==> src/rtl/vlan_filt_pkg.sv <==
package vlan_filt_pkg;

  typedef struct packed {
    logic        hash_en;
    logic        svlan_en;
    logic        inv_en;
    logic        vid_only;
    logic [15:0] tag;
  } vlan_cfg_t;

  localparam int CFG_W = $bits(vlan_cfg_t);
  localparam int TAG_W = 16;
  localparam int VID_W = 12;
  localparam logic [15:0] ETH_C_TAG = 16'h8100;
  localparam logic [15:0] ETH_S_TAG = 16'h88A8;
  localparam logic [31:0] CRC_POLY  = 32'hEDB88320;

  function automatic logic [31:0] crc_byte(input logic [31:0] c_in, input logic [7:0] d);
    logic [31:0] c;
    c = c_in ^ {24'h0, d};
    for (int i = 0; i < 8; i++) begin
      c = c[0] ? ((c >> 1) ^ CRC_POLY) : (c >> 1);
    end
    return c;
  endfunction

  function automatic logic [31:0] crc_tag(input logic [TAG_W-1:0] t);
    logic [31:0] c;
    c = crc_byte(32'hFFFF_FFFF, t[15:8]);
    c = crc_byte(c, t[7:0]);
    return ~c;
  endfunction

endpackage

==> src/rtl/vlan_filt_cfg.sv <==
module vlan_filt_cfg
  import vlan_filt_pkg::*;
#(
  parameter int HASH_N = 16
) (
  input  logic              clk_i,
  input  logic              rst_ni,
  input  logic              we_i,
  input  logic              sel_i,
  input  logic [CFG_W-1:0]  wdata_i,
  input  logic              snap_i,
  output vlan_cfg_t         act_cfg_o,
  output logic [HASH_N-1:0] act_hash_o
);

  vlan_cfg_t         shd_cfg_q;
  logic [HASH_N-1:0] shd_hash_q;

  always_ff @(posedge clk_i or negedge rst_ni) begin
    if (!rst_ni) begin
      shd_cfg_q  <= '0;
      shd_hash_q <= '0;
    end else if (we_i) begin
      if (sel_i) shd_hash_q <= wdata_i[HASH_N-1:0];
      else       shd_cfg_q  <= vlan_cfg_t'(wdata_i);
    end
  end

  // per-frame copy: uses the shadow value before any same-cycle write
  always_ff @(posedge clk_i or negedge rst_ni) begin
    if (!rst_ni) begin
      act_cfg_o  <= '0;
      act_hash_o <= '0;
    end else if (snap_i) begin
      act_cfg_o  <= shd_cfg_q;
      act_hash_o <= shd_hash_q;
    end
  end

endmodule

==> src/rtl/vlan_filt_parse.sv <==
module vlan_filt_parse #(
  parameter int TYPE_POS = 12
) (
  input  logic        clk_i,
  input  logic        rst_ni,
  input  logic        sof_i,
  input  logic        byte_valid_i,
  input  logic [7:0]  byte_i,
  output logic        frame_start_o,
  output logic        last_o,
  output logic [15:0] type_o,
  output logic [15:0] tag_o
);

  localparam int LAST_POS = TYPE_POS + 3;
  localparam int IDLE_POS = LAST_POS + 1;
  localparam int CNT_W    = $clog2(IDLE_POS + 1);

  logic [CNT_W-1:0] cnt_q, pos;
  logic [7:0]       tci_hi_q;

  assign pos           = sof_i ? '0 : cnt_q;
  assign frame_start_o = byte_valid_i && sof_i;
  assign last_o        = byte_valid_i && (pos == CNT_W'(LAST_POS));
  assign tag_o         = {tci_hi_q, byte_i};

  always_ff @(posedge clk_i or negedge rst_ni) begin
    if (!rst_ni) begin
      cnt_q    <= CNT_W'(IDLE_POS);
      type_o   <= '0;
      tci_hi_q <= '0;
    end else if (byte_valid_i && pos != CNT_W'(IDLE_POS)) begin
      cnt_q <= pos + 1'b1;
      if (pos == CNT_W'(TYPE_POS))     type_o[15:8] <= byte_i;
      if (pos == CNT_W'(TYPE_POS + 1)) type_o[7:0]  <= byte_i;
      if (pos == CNT_W'(TYPE_POS + 2)) tci_hi_q     <= byte_i;
    end
  end

endmodule

==> src/rtl/vlan_filt_match.sv <==
module vlan_filt_match
  import vlan_filt_pkg::*;
#(
  parameter int HASH_N = 16
) (
  input  logic              clk_i,
  input  logic              rst_ni,
  input  logic              eval_i,
  input  logic [15:0]       type_i,
  input  logic [TAG_W-1:0]  tag_i,
  input  vlan_cfg_t         cfg_i,
  input  logic [HASH_N-1:0] hash_i,
  output logic              valid_o,
  output logic              tagged_o,
  output logic              match_o
);

  localparam int IDX_W = $clog2(HASH_N);

  logic [TAG_W-1:0] key, ref_tag;
  logic [31:0]      crc;
  logic [IDX_W-1:0] idx;
  logic             is_tag, hit;

  always_comb begin
    key     = tag_i;
    ref_tag = cfg_i.tag;
    if (cfg_i.vid_only) begin
      key[TAG_W-1:VID_W]     = '0;
      ref_tag[TAG_W-1:VID_W] = '0;
    end
    crc    = crc_tag(key);
    idx    = crc[31 -: IDX_W];
    is_tag = (type_i == ETH_C_TAG) || (cfg_i.svlan_en && type_i == ETH_S_TAG);
    hit    = cfg_i.hash_en ? hash_i[idx] : ((key == ref_tag) ^ cfg_i.inv_en);
  end

  always_ff @(posedge clk_i or negedge rst_ni) begin
    if (!rst_ni) begin
      valid_o  <= 1'b0;
      tagged_o <= 1'b0;
      match_o  <= 1'b0;
    end else begin
      valid_o  <= eval_i;
      tagged_o <= eval_i && is_tag;
      match_o  <= eval_i && is_tag && hit;
    end
  end

endmodule

==> src/rtl/vlan_rx_filter.sv <==
module vlan_rx_filter
  import vlan_filt_pkg::*;
#(
  parameter int TYPE_POS = 12,
  parameter int HASH_N   = 16
) (
  input  logic             clk_i,
  input  logic             rst_ni,
  input  logic             cfg_we_i,
  input  logic             cfg_sel_i,
  input  logic [CFG_W-1:0] cfg_wdata_i,
  input  logic             sof_i,
  input  logic             byte_valid_i,
  input  logic [7:0]       byte_i,
  output logic             res_valid_o,
  output logic             tagged_o,
  output logic             match_o
);

  vlan_cfg_t         act_cfg;
  logic [HASH_N-1:0] act_hash;
  logic              frame_start, last_byte;
  logic [15:0]       type_f, tag_f;

  vlan_filt_cfg #(.HASH_N(HASH_N)) u_cfg (
    .clk_i      (clk_i),
    .rst_ni     (rst_ni),
    .we_i       (cfg_we_i),
    .sel_i      (cfg_sel_i),
    .wdata_i    (cfg_wdata_i),
    .snap_i     (frame_start),
    .act_cfg_o  (act_cfg),
    .act_hash_o (act_hash)
  );

  vlan_filt_parse #(.TYPE_POS(TYPE_POS)) u_parse (
    .clk_i         (clk_i),
    .rst_ni        (rst_ni),
    .sof_i         (sof_i),
    .byte_valid_i  (byte_valid_i),
    .byte_i        (byte_i),
    .frame_start_o (frame_start),
    .last_o        (last_byte),
    .type_o        (type_f),
    .tag_o         (tag_f)
  );

  vlan_filt_match #(.HASH_N(HASH_N)) u_match (
    .clk_i    (clk_i),
    .rst_ni   (rst_ni),
    .eval_i   (last_byte),
    .type_i   (type_f),
    .tag_i    (tag_f),
    .cfg_i    (act_cfg),
    .hash_i   (act_hash),
    .valid_o  (res_valid_o),
    .tagged_o (tagged_o),
    .match_o  (match_o)
  );

endmodule

==> config.mk <==
export PLATFORM = sky130hd
export DESIGN_NAME = vlan_rx_filter
export DESIGN_NICKNAME = d
export VERILOG_FILES = /design/src/rtl/vlan_filt_pkg.sv /design/src/rtl/vlan_filt_cfg.sv /design/src/rtl/vlan_filt_parse.sv /design/src/rtl/vlan_filt_match.sv /design/src/rtl/vlan_rx_filter.sv
export SDC_FILE = /design/constraint.sdc
export NUM_CORES = 1
export LEC_CHECK = 0
export BUFFER_PORTS_ARGS = -buffer_cell sky130_fd_sc_hd__buf_2
export CORE_ASPECT_RATIO = 0.7
export CORE_UTILIZATION = 45
export DETAILED_ROUTE_END_ITERATION = 10
export PLACE_DENSITY = 0.74
export SYNTH_ARGS = -nofsm -noshare
export SYNTH_HDL_FRONTEND = slang
export SYNTH_SLANG_ARGS = --single-unit
export TNS_END_PERCENT = 20
==> constraint.sdc <==
create_clock -name clk_i -period 4.7 [get_ports clk_i]
set_clock_uncertainty 0.1 [all_clocks]
set_input_delay 0 -clock clk_i [delete_from_list [all_inputs] [get_ports clk_i]]
set_output_delay 0 -clock clk_i [all_outputs]
set_load 0.01 [all_outputs]
==> flow_summary_export.csv <==
group,metric,value,unit
placement,gp_congestion,0.795,
timing,min_period_over_period,63.3,%
clock_tree,hold_buffers,32,
cells_and_area,area_growth,20.1,%
cells_and_area,fin_cells,568,
timing,final-setup-viol-count,0,
placement,dp_cells,521,
clock_tree,clk_pin_slew,0.07,ns
setup_path,worstPathCellList,"nand2b_1 -> ha_1 -> inv_1 -> o41ai_1 -> nor3_1 -> a21oi_1 -> o22ai_1 -> dlygate4sd3_1",
detailed_routing,drt_iter0_markers,165,
grt,grt_pass1_wl,15.3,mm
timing,hold_viol,0,
die,die_y,86.6,um
clock_tree,numClockSinks,104,
cells_and_area,fin_nets,475,
clock_tree,worstSkewPairLatency,0.35,ns
placement,io_buffers,36,
grt,antenna_found_initial,0,
placement,placed_cell_area,0.00491,mm^2
setup_path,end_kind,"register",
timing,timing.fmax,0.336,GHz
timing,drv_slew,0,
timing,worstMarginPinSlew,1.21,ns
yosys,avgSynthCellArea,12.6,um^2
die,fp.dieArea,0.0106,mm^2
clock_tree,htree_levels,3,
setup_path,required,4.83,ns
yosys,yosysSeqAreaShare,56.6,%
timing,rsz0062_at_grt,"false",
clock_tree,cts.path.max_buffers,2,
die,ioPinCount,37,
setup_path,arrival,3.11,ns
detailed_routing,via_per_inst,5.13,
cells_and_area,num_antenna_cells,0,
setup_path,critPathMaxFanout,8,
clock_tree,cts_tree,"yes",
die,dieWidth,123,um
clock_tree,post_cts_resized,0,
yosys,yosysWarnings,0,
yosys,synth-seq-cells,104,
setup_path,cp_slowest_stage_delay,1.06,ns
die,rows,30,
yosys,synthCells,366,
detailed_routing,drc,0,
clock_tree,cts_buffers,9,
grt,grt_use_total,19.4,%
cells_and_area,fin_util,56.4,%
setup_path,crit_type,"reg2reg",
job,cap_viol_max_count,0,
detailed_routing,wl,9.15,mm
grt,grt_max_degree,58,
min_path,min_path_type,"in2reg",
clock_tree,cts-root-buf,"clkbuf_16",
grt,grt_pass1_vias,3003,
yosys,synth_nets,405,
yosys,synth-async-reset-ratio,100,%
setup_path,crit_slowest_cell,"o41ai_1",
cells_and_area,stdcell_area,0.00553,mm^2
cells_and_area,drive_gt1_share,31.1,%
detailed_routing,avgRoutedWirePerCell,16.1,um
yosys,syn_area,0.00460,mm^2
setup_path,start_kind,"register",
detailed_routing,antenna_left,0,
yosys,synth_cell_types,40,
timing,fin_tns_setup,0,ns
power_and_ir_drop,p_leak,2.65,nW
grt,grt_overflow_total,0,
status,status,"complete, no violations",
power_and_ir_drop,powerDensity,392,mW/mm^2
yosys,synth_edf_count,0,
die,core_area,0.00980,mm^2
clock_tree,post_cts_buffers,0,
placement,hpwlAfterDp,6.41,mm
timing,min_period,2.97,ns
detailed_routing,firstDrtPassIters,4,
setup_path,r2r_setup_slack,1.73,ns
power_and_ir_drop,vdd_drop_max,194,uV
die,start_util,47.0,%
yosys,synthFlopType,"dfrtp_1",
timing,maxSlewHeadroom,18.4,%
cells_and_area,nFillCells,820,
detailed_routing,vias,2913,
==> kinds of logic after synthesis <==
| logic type | synth area share [%] |
|---|---|
| AND/OR/NAND/NOR | 10.5 |
| flip-flops | 56.6 |
| multiplexers | 20.9 |
| XOR/XNOR | 6.39 |
| buffers and inverters | 1.79 |
| AO/OA/AOI/OAI | 2.50 |
| adder cells (fa/ha/maj) | 1.36 |
==> path summary, 6_finish.rpt <==
path                                    start             endpoint  cells after the start
hold reg to reg            u_cfg.shd_cfg_q[5]   u_cfg.shd_cfg_q[5]                      2
hold / removal                      cfg_sel_i  u_cfg.shd_cfg_q[14]                      5
min in group asynchronous              rst_ni  u_cfg.shd_cfg_q[16]                      2
setup / recovery             u_parse.cnt_q[1]     u_parse.cnt_q[3]                      8
setup reg to reg             u_parse.cnt_q[1]     u_parse.cnt_q[3]                      8
max in group asynchronous              rst_ni   u_cfg.act_cfg_o[2]                      3
==> cell usage in the layout (no fill, tap or decap), types with 2 or more instances in the layout <==
| cell | n |
|---|---|
| a21oi_1 | 6 |
| buf_2 | 35 |
| buf_4 | 4 |
| clkbuf_16 | 9 |
| dfrtp_1 | 103 |
| dlygate4sd3_1 | 32 |
| ha_1 | 5 |
| inv_1 | 7 |
| mux2_2 | 79 |
| mux2i_1 | 5 |
| nand2_1 | 70 |
| nand2b_1 | 5 |
| nand3_1 | 4 |
| nor2_1 | 5 |
| nor2b_1 | 3 |
| nor3_1 | 3 |
| nor3b_1 | 2 |
| nor4_1 | 5 |
| o21ai_0 | 2 |
| o221ai_1 | 2 |
| or3b_1 | 2 |
| xnor2_1 | 14 |
| xor2_1 | 14 |
==> state kept, by name, indices dropped and copies added (netlist names) <==
name and count:
u_parse.type_o 16, u_match.valid_o 1, u_match.match_o 1, u_cfg.act_cfg_o 20, u_match.tagged_o 1, u_parse.tci_hi_q 8, u_parse.cnt_q 5, u_cfg.act_hash_o 16
u_cfg.shd_cfg_q 20, u_cfg.shd_hash_q 16
==> stage by stage <==
stage | setup WS (ns) | hold slack [ns] | power [mW]
global placement | 2.32 | -0.0602 | 1.39
CTS | 1.80 | 0.0463 | 2.18
detailed placement | 2.23 | -0.0560 | 1.41
global route | 1.49 | 0.0656 | 2.27
floorplan | 2.39 | -0.396 | 1.30
finish | 1.73 | 0.0596 | 2.17
==> power breakdown <==
| group | internal [mW] | switching, mW | leakage, nW |
|---|---|---|---|
| Sequential | 1.02 | 0.0906 | 1.31 |
| Clock | 0.427 | 0.327 | 0.144 |
| Combinational | 0.174 | 0.129 | 1.20 |
| Total | 1.62 | 0.546 | 2.65 |
==> routing by layer <==
layer,share of wire [%],global-route usage (%)
met2,43,28.9
met4,1.2,5.99
met1,52,27.8
met5,0,0
met3,3.6,5.20
==> cell type report <==
class | count | area [um^2] | area share, %
tap | 128 | 160 | 2.90
inverter | 7 | 26.3 | 0.475
sequential | 104 | 2600 | 47.1
multi-input combinational | 243 | 1920 | 34.7
clock inverter | 4 | 53.8 | 0.973
clock buffer | 11 | 243 | 4.39
timing repair buffer | 71 | 526 | 9.51
==> worst max-delay path, delay by kind of cell, from the launching register on <==
family                     cells  cell delay, ns
adders and majority gates      1            0.21
buffers and inverters          2            0.60
and+or+nand+nor                2            0.23
DFF                            1            0.40
AOI/OAI and AO/OA              3            1.31
==> cells in the mapped netlist, drive strengths merged (2+ instances only) <==
cell type / n / area [um^2]
clkbuf: 8 / 30.0
inv: 7 / 26.3
nor3b: 2 / 15.0
nor2: 5 / 18.8
o221ai: 2 / 17.5
mux2: 79 / 890
xor2: 14 / 123
nand3: 4 / 20.0
dfrtp: 103 / 2580
nand2b: 5 / 31.3
xnor3: 2 / 48.8
o21ai: 2 / 10.0
a21oi: 6 / 30.0
nor2b: 3 / 18.8
mux2i: 5 / 50.1
and2: 2 / 15.0
or3b: 2 / 17.5
xnor2: 14 / 123
nor3: 3 / 15.0
nand2: 70 / 263
ha: 5 / 62.6
buf: 4 / 26.3
nor4: 5 / 31.3
Power figures use the tool's default switching activity.
